File: config.mk
export PLATFORM = sky130hd
export DESIGN_NAME = spi_regfront
export DESIGN_NICKNAME = d
export VERILOG_FILES = /design/src/rtl/spi_rf_pkg.sv /design/src/rtl/spi_rf_fifo.sv /design/src/rtl/spi_rf_csr.sv /design/src/rtl/spi_regfront.sv
export SDC_FILE = /design/constraint.sdc
export NUM_CORES = 1
export LEC_CHECK = 0
export BUFFER_PORTS_ARGS = -buffer_cell sky130_fd_sc_hd__buf_2
export CAP_MARGIN = 10
export CORE_UTILIZATION = 45
export CTS_CLUSTER_DIAMETER = 50
export DETAILED_ROUTE_END_ITERATION = 10
export PLACE_DENSITY = 0.6
export SLEW_MARGIN = 5
export SYNTH_ARGS = -nofsm -noshare
export SYNTH_HDL_FRONTEND = slang
export SYNTH_SLANG_ARGS = --single-unit
File: constraint.sdc
create_clock -name clk -period 2.7 [get_ports clk]
set_input_delay 0.405 -clock clk [delete_from_list [all_inputs] [get_ports clk]]
set_output_delay 0.405 -clock clk [all_outputs]
set_load 0.02 [all_outputs]
File: src/rtl/spi_rf_pkg.sv
`timescale 1ns/1ps
package spi_rf_pkg;
   localparam logic [7:0] OFF_DIV    = 8'h00;
   localparam logic [7:0] OFF_CKMODE = 8'h04;
   localparam logic [7:0] OFF_CSID   = 8'h10;
   localparam logic [7:0] OFF_CSDEF  = 8'h14;
   localparam logic [7:0] OFF_CSMODE = 8'h18;
   localparam logic [7:0] OFF_DLY0   = 8'h28;
   localparam logic [7:0] OFF_DLY1   = 8'h2C;
   localparam logic [7:0] OFF_FMT    = 8'h40;
   localparam logic [7:0] OFF_TXD    = 8'h48;
   localparam logic [7:0] OFF_RXD    = 8'h4C;
   localparam logic [7:0] OFF_TXMARK = 8'h50;
   localparam logic [7:0] OFF_RXMARK = 8'h54;
   localparam logic [7:0] OFF_IE     = 8'h70;
   localparam logic [7:0] OFF_IP     = 8'h74;
   localparam int NSRC = 2;

   typedef struct packed {
      logic [3:0] len;
      logic       dir;
      logic       endian;
      logic [1:0] proto;
   } fmt_t;

   function automatic logic [31:0] fmt_word(fmt_t f);
      return {12'b0, f.len, 12'b0, f.dir, f.endian, f.proto};
   endfunction
endpackage

File: src/rtl/spi_rf_fifo.sv
`timescale 1ns/1ps
module spi_rf_fifo #(
   parameter int W     = 8,
   parameter int DEPTH = 8,
   localparam int PW   = (DEPTH > 1) ? $clog2(DEPTH) : 1,
   localparam int CW   = $clog2(DEPTH + 1)
) (
   input  logic          clk,
   input  logic          rst_n,
   input  logic          push,
   input  logic [W-1:0]  din,
   input  logic          pop,
   output logic [W-1:0]  dout,
   output logic [CW-1:0] cnt,
   output logic          empty
);
   logic [W-1:0]  mem [DEPTH];
   logic [PW-1:0] wptr, rptr, wnext, rnext;
   logic          do_wr, do_rd;

   assign empty = (cnt == '0);
   assign do_wr = push && (cnt != CW'(DEPTH));
   assign do_rd = pop && !empty;
   assign dout  = mem[rptr];

   generate
      if ((DEPTH & (DEPTH - 1)) == 0) begin : g_pow2
         assign wnext = wptr + PW'(1);
         assign rnext = rptr + PW'(1);
      end else begin : g_wrap
         assign wnext = (wptr == PW'(DEPTH - 1)) ? '0 : wptr + PW'(1);
         assign rnext = (rptr == PW'(DEPTH - 1)) ? '0 : rptr + PW'(1);
      end
   endgenerate

   always_ff @(posedge clk) begin
      if (do_wr) mem[wptr] <= din;
   end

   always_ff @(posedge clk or negedge rst_n) begin
      if (!rst_n) begin
         wptr <= '0;
         rptr <= '0;
         cnt  <= '0;
      end else begin
         if (do_wr) wptr <= wnext;
         if (do_rd) rptr <= rnext;
         case ({do_wr, do_rd})
            2'b10:   cnt <= cnt + CW'(1);
            2'b01:   cnt <= cnt - CW'(1);
            default: cnt <= cnt;
         endcase
      end
   end
endmodule

File: src/rtl/spi_rf_csr.sv
`timescale 1ns/1ps
module spi_rf_csr
   import spi_rf_pkg::*;
#(
   parameter int AW   = 8,
   parameter int NCS  = 4,
   parameter int DIVW = 12,
   parameter int MW   = 3,
   localparam int CSW = $clog2(NCS)
) (
   input  logic            clk,
   input  logic            rst_n,
   input  logic            wr,
   input  logic [AW-1:0]   addr,
   input  logic [31:0]     wdata,
   output logic [31:0]     rdata,
   output logic [DIVW-1:0] div,
   output logic            pha,
   output logic            pol,
   output logic [CSW-1:0]  csid,
   output logic [NCS-1:0]  csdef,
   output logic [1:0]      csmode,
   output fmt_t            fmt,
   output logic [MW-1:0]   txmark,
   output logic [MW-1:0]   rxmark,
   output logic [NSRC-1:0] ie
);
   logic [31:0] dly0, dly1;

   always_ff @(posedge clk or negedge rst_n) begin
      if (!rst_n) begin
         div    <= '0;
         pha    <= 1'b0;
         pol    <= 1'b0;
         csid   <= '0;
         csdef  <= '1;
         csmode <= '0;
         dly0   <= '0;
         dly1   <= '0;
         fmt    <= '0;
         txmark <= '0;
         rxmark <= '0;
         ie     <= '0;
      end else if (wr) begin
         case (addr)
            AW'(OFF_DIV):    div    <= wdata[DIVW-1:0];
            AW'(OFF_CKMODE): {pol, pha} <= wdata[1:0];
            AW'(OFF_CSID):   csid   <= wdata[CSW-1:0];
            AW'(OFF_CSDEF):  csdef  <= wdata[NCS-1:0];
            AW'(OFF_CSMODE): csmode <= wdata[1:0];
            AW'(OFF_DLY0):   dly0   <= wdata;
            AW'(OFF_DLY1):   dly1   <= wdata;
            AW'(OFF_FMT):    fmt    <= '{len: wdata[19:16], dir: wdata[3],
                                         endian: wdata[2], proto: wdata[1:0]};
            AW'(OFF_TXMARK): txmark <= wdata[MW-1:0];
            AW'(OFF_RXMARK): rxmark <= wdata[MW-1:0];
            AW'(OFF_IE):     ie     <= wdata[NSRC-1:0];
            default: ;
         endcase
      end
   end

   always_comb begin
      case (addr)
         AW'(OFF_DIV):    rdata = 32'(div);
         AW'(OFF_CKMODE): rdata = {30'b0, pol, pha};
         AW'(OFF_CSID):   rdata = 32'(csid);
         AW'(OFF_CSDEF):  rdata = 32'(csdef);
         AW'(OFF_CSMODE): rdata = {30'b0, csmode};
         AW'(OFF_DLY0):   rdata = dly0;
         AW'(OFF_DLY1):   rdata = dly1;
         AW'(OFF_FMT):    rdata = fmt_word(fmt);
         AW'(OFF_TXMARK): rdata = 32'(txmark);
         AW'(OFF_RXMARK): rdata = 32'(rxmark);
         AW'(OFF_IE):     rdata = 32'(ie);
         default:         rdata = '0;
      endcase
   end
endmodule

File: src/rtl/spi_regfront.sv
`timescale 1ns/1ps
module spi_regfront
   import spi_rf_pkg::*;
#(
   parameter int AW    = 8,
   parameter int NCS   = 4,
   parameter int DEPTH = 8,
   parameter int DIVW  = 12,
   parameter int DW    = 8,
   localparam int CW   = $clog2(DEPTH + 1),
   localparam int MW   = $clog2(DEPTH),
   localparam int CSW  = $clog2(NCS)
) (
   input  logic            clk,
   input  logic            rst_n,
   input  logic            bus_sel,
   input  logic            bus_we,
   input  logic [AW-1:0]   bus_addr,
   input  logic [31:0]     bus_wdata,
   output logic [31:0]     bus_rdata,
   output logic [DW-1:0]   tx_byte,
   output logic            tx_avail,
   input  logic            tx_take,
   input  logic [DW-1:0]   rx_byte,
   input  logic            rx_push,
   output logic [DIVW-1:0] cfg_div,
   output logic            cfg_pha,
   output logic            cfg_pol,
   output logic [CSW-1:0]  cfg_csid,
   output logic [NCS-1:0]  cfg_csdef,
   output logic [1:0]      cfg_csmode,
   output logic [1:0]      cfg_proto,
   output logic            cfg_endian,
   output logic            cfg_dir,
   output logic [3:0]      cfg_len,
   output logic            irq
);
   generate
      if (AW < 7 || AW > 16) begin : g_bad_aw
         $error("AW must cover offset 0x74 and stay below 17 bits");
      end
      if (NCS < 2 || NCS > 32) begin : g_bad_ncs
         $error("NCS must be between 2 and 32");
      end
      if (DEPTH < 2 || DEPTH > 256) begin : g_bad_depth
         $error("DEPTH must be between 2 and 256");
      end
      if (DIVW < 1 || DIVW > 32 || DW < 1 || DW > 31) begin : g_bad_w
         $error("DIVW or DW out of range");
      end
   endgenerate

   logic          rd, wr, hit_txd, hit_rxd, hit_ip;
   logic [CW-1:0] tx_cnt, rx_cnt;
   logic          tx_empty, rx_empty, tx_full;
   logic [DW-1:0] rx_head;
   logic [31:0]   csr_rdata;
   logic [MW-1:0] txmark, rxmark;
   logic [NSRC-1:0] ie, ip;
   fmt_t          fmt;

   assign rd      = bus_sel && !bus_we;
   assign wr      = bus_sel && bus_we;
   assign hit_txd = (bus_addr == AW'(OFF_TXD));
   assign hit_rxd = (bus_addr == AW'(OFF_RXD));
   assign hit_ip  = (bus_addr == AW'(OFF_IP));

   spi_rf_fifo #(.W(DW), .DEPTH(DEPTH)) u_txq (
      .clk(clk), .rst_n(rst_n),
      .push(wr && hit_txd), .din(bus_wdata[DW-1:0]),
      .pop(tx_take), .dout(tx_byte), .cnt(tx_cnt), .empty(tx_empty)
   );

   spi_rf_fifo #(.W(DW), .DEPTH(DEPTH)) u_rxq (
      .clk(clk), .rst_n(rst_n),
      .push(rx_push), .din(rx_byte),
      .pop(rd && hit_rxd), .dout(rx_head), .cnt(rx_cnt), .empty(rx_empty)
   );

   spi_rf_csr #(.AW(AW), .NCS(NCS), .DIVW(DIVW), .MW(MW)) u_csr (
      .clk(clk), .rst_n(rst_n), .wr(wr), .addr(bus_addr), .wdata(bus_wdata),
      .rdata(csr_rdata), .div(cfg_div), .pha(cfg_pha), .pol(cfg_pol),
      .csid(cfg_csid), .csdef(cfg_csdef), .csmode(cfg_csmode), .fmt(fmt),
      .txmark(txmark), .rxmark(rxmark), .ie(ie)
   );

   assign tx_avail   = !tx_empty;
   assign tx_full    = (tx_cnt == CW'(DEPTH));
   assign cfg_proto  = fmt.proto;
   assign cfg_endian = fmt.endian;
   assign cfg_dir    = fmt.dir;
   assign cfg_len    = fmt.len;

   assign ip[0] = (tx_cnt < CW'(txmark));
   assign ip[1] = (rx_cnt > CW'(rxmark));
   assign irq   = |(ip & ie);

   always_comb begin
      if (hit_txd)      bus_rdata = {tx_full, 31'b0};
      else if (hit_rxd) bus_rdata = rx_empty ? 32'h8000_0000 : 32'(rx_head);
      else if (hit_ip)  bus_rdata = 32'(ip);
      else              bus_rdata = csr_rdata;
   end
endmodule

# Word level (Yosys, flattened, before mapping)
# Memories as Yosys holds them, arrays and structs flattened.
# Cells that the tools add are included.
# word_totals
reg_bits,122
latchBits,0
ram_bits,128
mem_bits_ro,0
inputBits,54
out_inout_bits,72
elab_cells,93
memories,2
# mem_list
name,depth,word_bits,read_ports,rd_ports_with_merged_regs,wr,line,text
u_rxq.mem,8,8,1,0,1,spi_rf_fifo.sv:17,logic [W-1:0] mem [DEPTH];
u_txq.mem,8,8,1,0,1,spi_rf_fifo.sv:17,
# op_classes
addsub,8
mul,0
n_div,0
n_lt_le_gt_ge,2
eq_ne,20
shifts,0
muxes,11
bitwise_logic,1
n_reduce_logical,28
# ops
cell,n
case mux 32 bit (11 select lines),1
2-to-1 mux 32 bit,4
== test 8 x 7 -> 1 bit (second input constant),7
== test 8 x 5 -> 1 bit (second input constant),3
AND reduction 2 bit,11
== test 8 x 6 -> 1 bit (second input constant),2
case mux 4 bit (2 select lines),2
adder 3 x 1 -> 3 bit (second input constant),4
adder 4 x 1 -> 4 bit (second input constant),2
== test 8 x 3 -> 1 bit (second input constant),1
logical AND 1 bit,8
logical NOT 4 bit,2
logical NOT 8 bit,1
!= test 4 bit (second input constant),2
subtractor 4 x 1 -> 4 bit (second input constant),2
== test 2 x 1 -> 1 bit (second input constant),2
== test 2 bit (second input constant),2
== test 4 bit (second input constant),1
greater-than comparator 4 x 3 -> 1 bit,1
< comparator 4 x 3 -> 1 bit,1
2-to-1 mux 1 bit,4
nonzero test 2 bit,2
logical NOT 1 bit,3
bitwise AND 2 bit,1
OR reduction 2 bit,1

# Logic depth before layout (Yosys ltp)
# Gate-level depths: netlist of run 1.
# logic_depth
ltp_word,6
mapped_depth,13
mapped_depth_nobuf,11

# By module
# A second synthesis of run 1 with hierarchy kept.
# hier_totals
hier_cells,752
hier_area_um2,11554.8
# by_module_without_submodules
mod,n_inst,cells_each,area_per_inst_um2,seq_area_each_um2
spi_rf_fifo,2,159,3130.5,2172.1
spi_rf_csr,1,339,4625.7,2557.5
spi_regfront,1,95,668.1,0.0

# Worst setup path before layout of run 1
# OpenSTA, ideal clock, no wires.
# synth_path
path_type,input to register
from,in bus_addr[5]
to,reg u_rxq.cnt[2]
setup_time_ns,0.127
arrival_ns,2.794
required_time_ns,2.573
setup_slack_ns,-0.221
cell_stages,12
path_buffers,2
cell_sequence,buf_2 > or4b_4 > nor3_4 > and4bb_4 > ha_1 > clkbuf_1 > xor2_1 > ha_1 > a21oi_1 > xor2_1 > nor2_1 > xor2_1
# synth_between
elab_chain_len,5
word_cells_on_any_way,7
classes_between,eq/ne: 3; mux: 1; reduce/logical: 3
# synth_lines
item,line,text
start: declaration,spi_regfront.sv:18,"input logic [AW-1:0] bus_addr,"
== test 8 x 7 -> 1 bit (*),spi_regfront.sv:65,assign hit_rxd = (bus_addr == AW'(OFF_RXD));
logical AND 1 bit (*),spi_regfront.sv:77,".pop(rd && hit_rxd), .dout(rx_head), .cnt(rx_cnt), .empty(rx_empty)"
logical AND 1 bit (*),spi_rf_fifo.sv:23,assign do_rd = pop && !empty;
net u_rxq.do_rd,spi_rf_fifo.sv:19,"logic do_wr, do_rd;"
== test 2 x 1 -> 1 bit or == test 2 bit (tied branches),spi_rf_fifo.sv:48,"case ({do_wr, do_rd})"
case mux 4 bit (2 select lines) or nonzero test 2 bit (tied branches),--,
end signal: assignment,spi_rf_fifo.sv:49,2'b10: cnt <= cnt + CW'(1);
end signal: assignment,spi_rf_fifo.sv:50,2'b01: cnt <= cnt - CW'(1);
end signal: assignment,spi_rf_fifo.sv:51,default: cnt <= cnt;
end: declaration,spi_rf_fifo.sv:14,"output logic [CW-1:0] cnt,"
# The timed path passes the listed nets; every way through them passes the cells marked *.
# A chain may end at the register's enable or synchronous reset.

# Worst setup path after layout of run 1
# layout_path
from,reg u_csr.rxmark[1]
to,out bus_rdata[1]
# layout_between
elab_chain_len,4
word_cells_on_any_way,5
classes_between,order compare: 1; mux: 4
# layout_lines
item,line,text
start: declaration,spi_rf_csr.sv:25,"output logic [MW-1:0] rxmark,"
start signal: assignment,spi_rf_csr.sv:56,AW'(OFF_RXMARK): rxmark <= wdata[MW-1:0];
greater-than comparator 4 x 3 -> 1 bit or case mux 32 bit (11 select lines) (tied branches),"spi_regfront.sv:95, spi_rf_csr.sv:64",
2-to-1 mux 32 bit (*),spi_regfront.sv:101,else if (hit_ip) bus_rdata = 32'(ip);
2-to-1 mux 32 bit (*),spi_regfront.sv:100,else if (hit_rxd) bus_rdata = rx_empty ? 32'h8000_0000 : 32'(rx_head);
2-to-1 mux 32 bit (*),spi_regfront.sv:99,"if (hit_txd) bus_rdata = {tx_full, 31'b0};"
end: declaration,spi_regfront.sv:20,"output logic [31:0] bus_rdata,"
# Mark *: on every way between the ends. The rest lies on a longest branch, timed or not.

==> impl_metrics.csv, run 1 <==
group,metric,value,unit
outcome,outcome,"complete, but fails checks",
outcome,violations,"negative setup slack",
finish,diodes,0,
setup_path,cp-end-kind,"output pin",
logic_synthesis,synth-seq-cells,250,
drt,routed_wl,25600,um
grt,grtUsageMet2,38.3,%
clock_network,cts_buffer_depth,3,
logic_synthesis,syn_inst,697,
drt,antenna_left,0,
logic_synthesis,synth-edff-count,128,
setup_path,cp_num_buf_inv,3,
finish,finish.utilization,56.9,%
setup_path,slowest_stage,"or4_1",
flow_run,cap_violations,0,
logic_synthesis,synth_area_leaders,"edfxtp_1 35%, dfrtp_1 27%, mux2_2 7.8%, mux4_2 6.6%, mux2_1 3.3%",
drt,drt_iter0_drc,367,
setup_path,critPathKind,"flip-flop to output pin",
power_and_ir_drop,p_total,10.5,mW
timing,hold_viol_final,0,
timing,setup_viol,6,
clock_network,cts_buffers,29,
floorplan,std_cell_rows,56,
setup_path,crit_family,"simple AND/OR/NAND/NOR gates",
placement,dpl_worst_slack,-0.152,ns
power_and_ir_drop,leakage,5.86,nW
grt,grt_use_met3,4.24,%
floorplan,die_x,158,um
timing,maxSlewHeadroom,51.4,%
grt,antenna_found_initial,1,
grt,met1_usage,25.4,%
grt,grt_max_degree,53,
setup_path,cp-start-kind,"flip-flop",
logic_synthesis,yosys_warnings,0,
power_and_ir_drop,ir_drop,0.471,mV
clock_network,cts_tree,"yes",
timing,timing.hold.ws,0.103,ns
grt,grtUsageTotal,21.3,%
setup_path,cp.required,2.30,ns
finish,final_area,13500,um^2
logic_synthesis,synth_nets,767,
timing,slew_violations,0,
setup_path,slowest_delay,0.41,ns
logic_synthesis,yosysTopAreaCellShare,35.1,%
grt,grt_pass1_wl,39800,um
placement,dp_cells,1166,
clock_network,cts_sinks,250,
placement,place.gp.congestion,0.924,
placement,portBuffers,125,
finish,layout-drive-gt1-share,43.2,%
floorplan,fp.dieH,158,um
setup_path,cp_cell_sequence,"inv_1 -> ha_1 -> nor2b_1 -> o211ai_1 -> buf_4 -> a211oi_2 -> or4_1 -> o31a_1 -> buf_6",
hold_path,hold_class,"input port to flip-flop",
grt,grt_overflow,0,
drt,dr.pass1.iters,5,
floorplan,coreArea,23700,um^2
clock_network,cts_root_buf,"clkbuf_16",
finish,final_cells,1225,
drt,via_count,6663,
setup_path,critPathMaxFanout,2,
finish,syn2layout_area_growth,23.0,%
timing,timing.final.crit_share,110,%
placement,place_area,12400,um^2
drt,post_drt_wl_per_cell,20.9,um
logic_synthesis,synthFlopType,"edfxtp_1",
timing,fin_skew,0.00726,ns
finish,nNetsFinal,954,
floorplan,start_util,46.2,%
logic_synthesis,synth_area,10900,um^2
drt,avgViaCountPerCell,5.44,
timing,fin_tns_setup,-0.493,ns
setup_path,cp_data_arrival_time,2.56,ns
grt,grt-busiest-layer,"met2",
timing,fmax,337,MHz
timing,fin_crit,2.97,ns
finish,fillers,1947,
timing,rsz0062_at_grt,"yes",
logic_synthesis,synthArstFlopShare,48.8,%
floorplan,boundaryPins,126,
placement,dp_hpwl,18100,um
floorplan,design.die.area,25000,um^2
logic_synthesis,yosys.area.top_type,"edfxtp_1",
grt,grt_pass1_vias,7136,
drt,drcViolationCount,0,
power_and_ir_drop,powerDensity,783,nW/um^2
logic_synthesis,synth.distinct_cells,63,
clock_network,cts.htree.levels,1,
logic_synthesis,synth-seq-area-share,63.0,%
clock_network,worstSkewPairLatency,0.53,ns
logic_synthesis,syn_area_per_cell,15.7,um^2
clock_network,clk_pin_slew,0.06,ns
timing,worst_pin_slew,0.729,ns
timing,setup_slack,-0.269,ns
## repair_timing
item / 4_1_cts / 5_1_grt
pin swaps: 2 / 1
setup endpoints to repair: 13 / 10
setup buffers: 2 / 3
hold endpoints to repair: 45 / 0
hold buffers: 1 / 0
gates resized for setup: 7 / 9
## state kept, by name, indices dropped and copies added (netlist names), 3 cells and up
signal and cells:
u_csr.dly1 32, u_csr.fmt 8, u_txq.cnt 4, u_rxq.rptr 3, u_csr.dly0 32, u_rxq.mem 64, u_rxq.wptr 3, u_txq.wptr 3
u_rxq.cnt 4, u_csr.rxmark 3, u_csr.div 12, u_txq.rptr 3, u_txq.mem 64, u_csr.csdef 4, u_csr.txmark 3
## cell families after synthesis
group                    count (synthesis)  share of synthesized area [%]
AO/OA/AOI/OAI                           72                           5.21
flip-flops                             250                           63.0
buffers and inverters                   53                           2.23
adder cells (fa/ha/maj)                 16                           1.90
XOR/XNOR                                17                           1.36
AND/OR/NAND/NOR                        134                           6.73
multiplexers                           155                           19.5
## layout by cell type (no fill, tap or decap), drive strengths merged, types with 5 or more instances in the layout
cell,netlist,routed
ha,15,15
nor3,10,10
bufinv,0,5
mux2i,5,5
o21ai,7,7
a22oi,10,10
nand2,53,53
mux4,32,32
clkinv,0,11
a22o,15,15
nand2b,7,7
inv,16,18
clkbuf,12,34
a222oi,9,9
nor4,5,5
and2,6,6
buf,25,192
dfrtp,118,118
nor2,27,27
edfxtp,128,128
a21oi,11,11
xor2,9,9
xnor2,8,8
mux2,118,118
## Yosys cell counts, types with 4 or more instances
master / n
edfxtp_1: 128
dfrtp_1: 118
mux2_2: 76
nand2_1: 51
mux2_1: 32
mux4_2: 32
nor2_1: 25
inv_1: 16
a22o_1: 15
buf_2: 15
ha_1: 15
clkbuf_1: 12
a21oi_1: 11
a22oi_1: 10
mux2_4: 10
a222oi_1: 9
xor2_1: 9
xnor2_1: 8
nand2b_1: 7
nor3_1: 7
o21ai_0: 7
buf_1: 6
and2_1: 5
mux2i_1: 5
dfstp_2: 4
nand3_1: 4
nor4_1: 4
nor4b_1: 4
## worst paths after layout
check / start / end / slack, ns / cells after the start
max: u_csr.rxmark[1]$_DFFE_PN0P_ / bus_rdata[1] / -0.27 / 9
min: bus_wdata[21] / u_csr.dly0[21]$_DFFE_PN0P_ / 0.10 / 2
max reg2reg: u_rxq.cnt[0]$_DFFE_PN0P_ / u_rxq.cnt[3]$_DFFE_PN0P_ / 0.20 / 9
min reg2reg: u_csr.dly0[21]$_DFFE_PN0P_ / u_csr.dly0[21]$_DFFE_PN0P_ / 0.49 / 1
max in group asynchronous: rst_n / u_csr.dly1[3]$_DFFE_PN0P_ / 1.52 / 3
min in group asynchronous: rst_n / u_rxq.wptr[2]$_DFFE_PN0P_ / 0.47 / 2
## report_power, final
part           total [mW]  leakage (nW)  internal (mW)  switching [mW]
Sequential           4.58          2.80           4.31           0.266
Combinational        1.87          2.57          0.918           0.952
Clock                4.09         0.497           2.53            1.55
Total                10.5          5.86           7.76            2.77
## metal layers
| metal | vias up | share of wire [%] |
|---|---|---|
| met5 | - | 0.051 |
| met4 | 2 | 3.1 |
| met3 | 55 | 5.5 |
| met2 | 178 | 52 |
| met1 | 3390 | 39 |
| li1 | 3038 | - |
## final cells by class
type / count / area (um^2) / area share [%]
Sequential cell: 250 / 6910 / 51.3
Clock inverter: 19 / 239 / 1.77
Timing Repair Buffer: 193 / 1220 / 9.03
Inverter: 16 / 62.6 / 0.465
Tap cell: 319 / 399 / 2.96
Multi-Input combinational cell: 394 / 3870 / 28.7
Clock buffer: 34 / 774 / 5.75
Note: power is estimated with default switching activity, not from simulation.
==> run 2, diff against run 1 <==
--- a/config.mk
+++ b/config.mk
@@ -7,10 +7,12 @@
 export LEC_CHECK = 0
 export BUFFER_PORTS_ARGS = -buffer_cell sky130_fd_sc_hd__buf_2
 export CAP_MARGIN = 10
-export CORE_UTILIZATION = 45
+export CORE_ASPECT_RATIO = 1.5
+export CORE_UTILIZATION = 37
 export CTS_CLUSTER_DIAMETER = 50
+export CTS_CLUSTER_SIZE = 40
 export DETAILED_ROUTE_END_ITERATION = 10
-export PLACE_DENSITY = 0.6
+export PLACE_DENSITY = 0.51
 export SLEW_MARGIN = 5
 export SYNTH_ARGS = -nofsm -noshare
 export SYNTH_HDL_FRONTEND = slang
==> impl_metrics.csv, run 2 (synthesis gave the netlist of run 1 again) <==
group,metric,value,unit
outcome,outcome,"complete, but fails checks",
outcome,violations,"negative setup slack",
timing,setup_viol,3,
floorplan,design.die.area,30300,um^2
finish,final_area,13600,um^2
clock_network,cts_root_buf,"clkbuf_16",
drt,routed_wl,26900,um
power_and_ir_drop,powerDensity,722,nW/um^2
power_and_ir_drop,p_total,9.81,mW
finish,syn2layout_area_growth,24.1,%
finish,mostFrequentLayoutCells,"128 x edfxtp_1, 116 x buf_2, 112 x dfrtp_1, 71 x mux2_2, 64 x buf_4",
finish,layout-drive-gt1-share,45.1,%
floorplan,start_util,37.9,%
finish,mostFrequentLayoutCell,"edfxtp_1",
drt,post_drt_wl_per_cell,20.9,um
grt,grt_pass1_vias,7184,
drt,wl_met2,14800,um
timing,worst_pin_slew,0.659,ns
finish,largestRegisters,"u_rxq.mem x64, u_txq.mem x64",
timing,maxSlewHeadroom,56.1,%
setup_path,critPathMaxFanout,2,
setup_path,slowest_stage,"or4_1",
setup_path,cp.required,2.30,ns
setup_path,cp_num_buf_inv,1,
clock_network,worstSkewPairLatency,0.53,ns
floorplan,fp.dieH,213,um
floorplan,boundaryPins,126,
power_and_ir_drop,leakage,5.85,nW
drt,antenna_left,0,
timing,timing.final.crit_share,109,%
timing,timing.hold.ws,0.106,ns
setup_path,cp_cell_sequence,"ha_1 -> nor2b_1 -> o211ai_1 -> a211oi_1 -> or4_1 -> o31a_1 -> buf_2",
setup_path,slowest_delay,0.41,ns
drt,highest-signal-layer,"met4",
setup_path,worstSetupStartpoint,"u_rxq.cnt[1]$_DFFE_PN0P_",
drt,via_count,6604,
drt,wl_met3,1130,um
setup_path,cp_data_arrival_time,2.55,ns
placement,dpl_worst_slack,-0.230,ns
grt,grt_overflow,0,
floorplan,coreArea,28900,um^2
setup_path,r2r_setup_slack,0.22,ns
timing,fin_skew,0.0158,ns
placement,place.gp.congestion,0.884,
hold_path,hold_class,"input port to flip-flop",
clock_network,cts.htree.levels,1,
setup_path,r2r-start,"u_rxq.cnt[1]$_DFFE_PN0P_",
power_and_ir_drop,ir_drop,0.493,mV
clock_network,clk_pin_slew,0.08,ns
clock_network,cts_sinks,250,
timing,fin_crit,2.96,ns
setup_path,critPathKind,"flip-flop to output pin",
drt,drcViolationCount,0,
drt,met1_length,10100,um
drt,drt_iter0_drc,285,
clock_network,cts_buffer_depth,3,
setup_path,crit_family,"compound AO/OA/AOI/OAI gates",
timing,fin_tns_setup,-0.266,ns
grt,grt_max_degree,68,
timing,rsz0062_at_grt,"yes",
placement,portBuffers,125,
floorplan,std_cell_rows,76,
hold_path,hold_start,"bus_wdata[23]",
setup_path,cp-start-kind,"flip-flop",
timing,slew_violations,0,
placement,dp_hpwl,19100,um
grt,antenna_found_initial,2,
grt,grt_pass1_wl,41200,um
clock_network,cts_buffers,21,
finish,fillers,2635,
grt,grtUsageTotal,18.1,%
setup_path,cp-end-kind,"output pin",
finish,nNetsFinal,953,
flow_run,cap_violations,0,
placement,place_area,12400,um^2
drt,dr.pass1.iters,4,
drt,avgViaCountPerCell,5.12,
timing,setup_slack,-0.255,ns
floorplan,die_x,142,um
clock_network,cts_tree,"yes",
timing,fmax,338,MHz
timing,hold_viol_final,0,
==> run 2: cell count changes in the layout (fill, tap and decap cells not counted), sizes merged <==
| cell | delta |
|---|---|
| bufinv | -4 |
| diode | +2 |
| clkbuf | -11 |
| clkinv | -7 |
| clkinvlp | -1 |
| inv | +9 |
| buf | +6 |
==> run 2: report_power, final <==
part | leakage [nW] | internal, mW | switching [mW] | total (mW)
combinational | 2.68 | 0.940 | 0.965 | 1.91
sequential | 2.79 | 4.31 | 0.274 | 4.58
clock | 0.368 | 1.68 | 1.65 | 3.33
total | 5.85 | 6.92 | 2.89 | 9.81
==> run 2: layer usage <==
layer | vias up | global-route usage [%]
met5 | - | 0
met4 | 0 | 6.75
met3 | 51 | 2.80
met2 | 144 | 34.6
met1 | 3373 | 20.0
li1 | 3036 | -
==> run 2: final timing paths <==
path | endpoint | cells after the start
max in group asynchronous | u_csr.csdef[0]$_DFFE_PN1P_ | 3
worst min register to register | u_csr.dly0[24]$_DFFE_PN0P_ | 1
min in group asynchronous | u_csr.dly1[8]$_DFFE_PN0P_ | 2
worst min-delay path | u_csr.dly0[23]$_DFFE_PN0P_ | 2
worst max-delay path | bus_rdata[1] | 7
worst max register to register | u_rxq.cnt[3]$_DFFE_PN0P_ | 11
==> run 2: repair_timing <==
action | CTS | global route
hold endpoints to repair | 25 | 0
hold buffers | 1 | 0
pin swaps | 8 | 9
cloned | 2 | 1
gates resized for setup | 45 | 26
endpoints found under the setup margin | 17 | 10
setup buffers | 6 | 7
==> run 2: per-stage QoR <==
stage,util [%],std cells
floorplan,-,697
global placement,43.0,1235
detailed placement,43.0,1235
CTS,46.6,1282
global route,47.0,1290
finish,47.0,1290
==> run 2: layout make-up <==
cell class | count | area [um^2] | share of cell area, %
timing repair buffer | 200 | 1350 | 9.94
multi-input combinational | 394 | 4010 | 29.5
sequential | 250 | 6910 | 50.8
antenna | 2 | 5.00 | 0.0368
clock inverter | 16 | 234 | 1.72
tap | 390 | 488 | 3.59
inverter | 16 | 62.6 | 0.460
clock buffer | 22 | 529 | 3.90
==> run 2: worst register-to-register path: stages (launching register included) <==
cell,delay (ns)
dfrtp_1,0.40
buf_4,0.17
nor3_1,0.26
nand2_1,0.08
and2_1,0.21
inv_1,0.15
ha_1,0.27
buf_4,0.16
xor2_1,0.07
a222oi_1,0.34
nor2_1,0.11
xor2_1,0.15
==> run 3, diff against run 2 <==
--- a/config.mk
+++ b/config.mk
@@ -13,7 +13,9 @@
 export CTS_CLUSTER_SIZE = 40
 export DETAILED_ROUTE_END_ITERATION = 10
 export PLACE_DENSITY = 0.51
+export SKIP_LAST_GASP = 1
 export SLEW_MARGIN = 5
 export SYNTH_ARGS = -nofsm -noshare
 export SYNTH_HDL_FRONTEND = slang
 export SYNTH_SLANG_ARGS = --single-unit
+export TNS_END_PERCENT = 5
==> impl_metrics.csv, run 3 (synthesis gave the netlist of run 1 again) <==
group,metric,value,unit
power_and_ir_drop,switching_share,29.7,%
placement,dpl_worst_slack,-0.182,ns
hold_path,hold_depth,2,
setup_path,cp-end-kind,"output pin",
floorplan,std_cell_rows,76,
clock_network,clk_pin_slew,0.09,ns
clock_network,cts_buffers,24,
placement,place_area,12500,um^2
timing,setup_viol,10,
grt,grt_pass1_wl,41500,um
floorplan,coreArea,28900,um^2
grt,grt_pass1_vias,7258,
power_and_ir_drop,intPower,7.07,mW
setup_path,slowest_stage,"dfrtp_1",
setup_path,cpMostUsedCell,"o21ai_0",
power_and_ir_drop,seqPwrFrac,45.6,%
finish,fillers,2610,
drt,dr.pass1.iters,7,
floorplan,fp.dieH,213,um
timing,setup_slack,-0.282,ns
clock_network,cts_tree,"yes",
finish,largestRegisters,"u_rxq.mem x64, u_txq.mem x64",
drt,antenna_left,0,
timing,worst_pin_slew,0.817,ns
floorplan,start_util,37.9,%
power_and_ir_drop,switching_power,2.99,mW
setup_path,critPathMaxFanout,5,
clock_network,cts.htree.levels,1,
outcome,violations,"negative setup slack",
grt,grt_max_degree,67,
clock_network,worstSkewPairLatency,0.55,ns
hold_path,hold_class,"input port to flip-flop",
drt,drcViolationCount,0,
finish,mostFrequentLayoutCells,"128 x edfxtp_1, 124 x buf_2, 116 x dfrtp_1, 76 x mux2_2, 64 x buf_4",
power_and_ir_drop,p_total,10.1,mW
timing,maxSlewHeadroom,45.6,%
timing,rsz0062_at_grt,"yes",
grt,grtUsageTotal,18.2,%
floorplan,boundaryPins,126,
placement,dp_hpwl,19100,um
setup_path,cp.required,2.30,ns
timing,fin_crit,2.98,ns
setup_path,worst_r2r_path_depth,10,
finish,layout-drive-gt1-share,42.3,%
drt,routed_wl,26600,um
setup_path,cp-start-kind,"flip-flop",
clock_network,cts_root_buf,"clkbuf_16",
finish,final_area,13400,um^2
power_and_ir_drop,leakage,5.80,nW
timing,slew_violations,0,
timing,fmax,335,MHz
finish,diodes,0,
finish,nNetsFinal,950,
placement,portBuffers,125,
drt,via_count,6580,
placement,place.gp.congestion,0.825,
setup_path,cp_data_arrival_time,2.58,ns
timing,timing.final.crit_share,110,%
power_and_ir_drop,pwr-share-clk,36.9,%
setup_path,critPathKind,"flip-flop to output pin",
flow_run,cap_violations,0,
setup_path,slowest_delay,0.42,ns
finish,mostFrequentLayoutCell,"edfxtp_1",
floorplan,die_x,142,um
floorplan,design.die.area,30300,um^2
drt,avgViaCountPerCell,5.11,
setup_path,cp_cell_sequence,"ha_1 -> a211oi_1 -> o21ai_0 -> o21ai_0 -> nand3_1 -> a31oi_1 -> buf_2",
grt,grt_overflow,0,
grt,antenna_found_initial,0,
power_and_ir_drop,comb_power_share,17.5,%
outcome,outcome,"complete, but fails checks",
finish,syn2layout_area_growth,22.4,%
drt,post_drt_wl_per_cell,20.7,um
clock_network,cts_sinks,250,
timing,fin_skew,0.0254,ns
power_and_ir_drop,powerDensity,751,nW/um^2
clock_network,cts_buffer_depth,3,
power_and_ir_drop,ir_drop,0.483,mV
timing,hold_viol_final,0,
drt,drt_iter0_drc,271,
[run 3: worst paths after layout]
path / start / to / slack, ns
setup / recovery: u_txq.cnt[2]$_DFFE_PN0P_ / bus_rdata[0] / -0.28
hold / removal: bus_wdata[15] / u_csr.dly0[15]$_DFFE_PN0P_ / 0.09
setup reg to reg: u_txq.cnt[0]$_DFFE_PN0P_ / u_txq.cnt[3]$_DFFE_PN0P_ / 0.22
hold reg to reg: u_csr.dly0[29]$_DFFE_PN0P_ / u_csr.dly0[29]$_DFFE_PN0P_ / 0.50
max in group asynchronous: rst_n / u_csr.csdef[2]$_DFFE_PN1P_ / 1.58
min in group asynchronous: rst_n / u_csr.dly1[11]$_DFFE_PN0P_ / 0.34
[run 3: worst max-delay path: cells and delay by family (launching register included)]
| family | cells | cell delay (ns) |
|---|---|---|
| AOI/OAI and AO/OA | 4 | 0.96 |
| adders and majority gates | 1 | 0.33 |
| buffers and inverters | 1 | 0.23 |
| DFF | 1 | 0.42 |
| and+or+nand+nor | 1 | 0.11 |
[run 3: area by class of cell]
| cell class | count | area [um^2] | area share, % |
|---|---|---|---|
| clock buffer | 27 | 643 | 4.80 |
| clock inverter | 17 | 263 | 1.96 |
| inverter | 16 | 60.1 | 0.448 |
| multi-input combinational | 394 | 3830 | 28.6 |
| sequential | 250 | 6900 | 51.5 |
| tap | 390 | 488 | 3.64 |
| timing repair buffer | 194 | 1210 | 9.04 |
[run 3: repair_timing]
item / 4_1_cts / 5_1_grt
hold buffers: 1 / 0
endpoints found under the hold margin: 29 / 0
cloned: 0 / 0
resized for setup: 2 / 1
pin swaps: 2 / 1
buffers inserted: 1 / 0
setup endpoints to repair: 17 / 27
[run 3: layer usage]
metal | GRT usage, % | routed length, um | vias to the layer above
li1 | - | - | 3033
met4 | 6.04 | 608 | 0
met2 | 34.7 | 14700 | 127
met1 | 20.4 | 10100 | 3385
met3 | 2.80 | 1220 | 35
met5 | 0 | 0 | -
[run 3: power groups by stage]
stage / Combinational (mW) / Sequential (mW) / Clock (mW)
final: 1.76 / 4.59 / 3.71
after global routing: 1.94 / 4.62 / 3.96
after CTS: 1.80 / 4.60 / 3.82
after detailed placement: 1.79 / 4.67 / 0
after global placement: 1.74 / 4.65 / 0
after floorplan: 1.26 / 4.55 / 0
[run 3: through the flow]
stage          hold WS (ns)  utilization [%]  cells  TNS, ns
6_report             0.0889             46.3   1288    -1.46
5_1_grt              0.0835             46.3   1288    -3.38
4_1_cts              0.0708             46.3   1288    -2.25
3_5_place_dp          0.364             43.1   1242   -0.640
3_3_place_gp          0.353             43.1   1242   -0.403
2_1_floorplan         0.109                -    697   -0.179
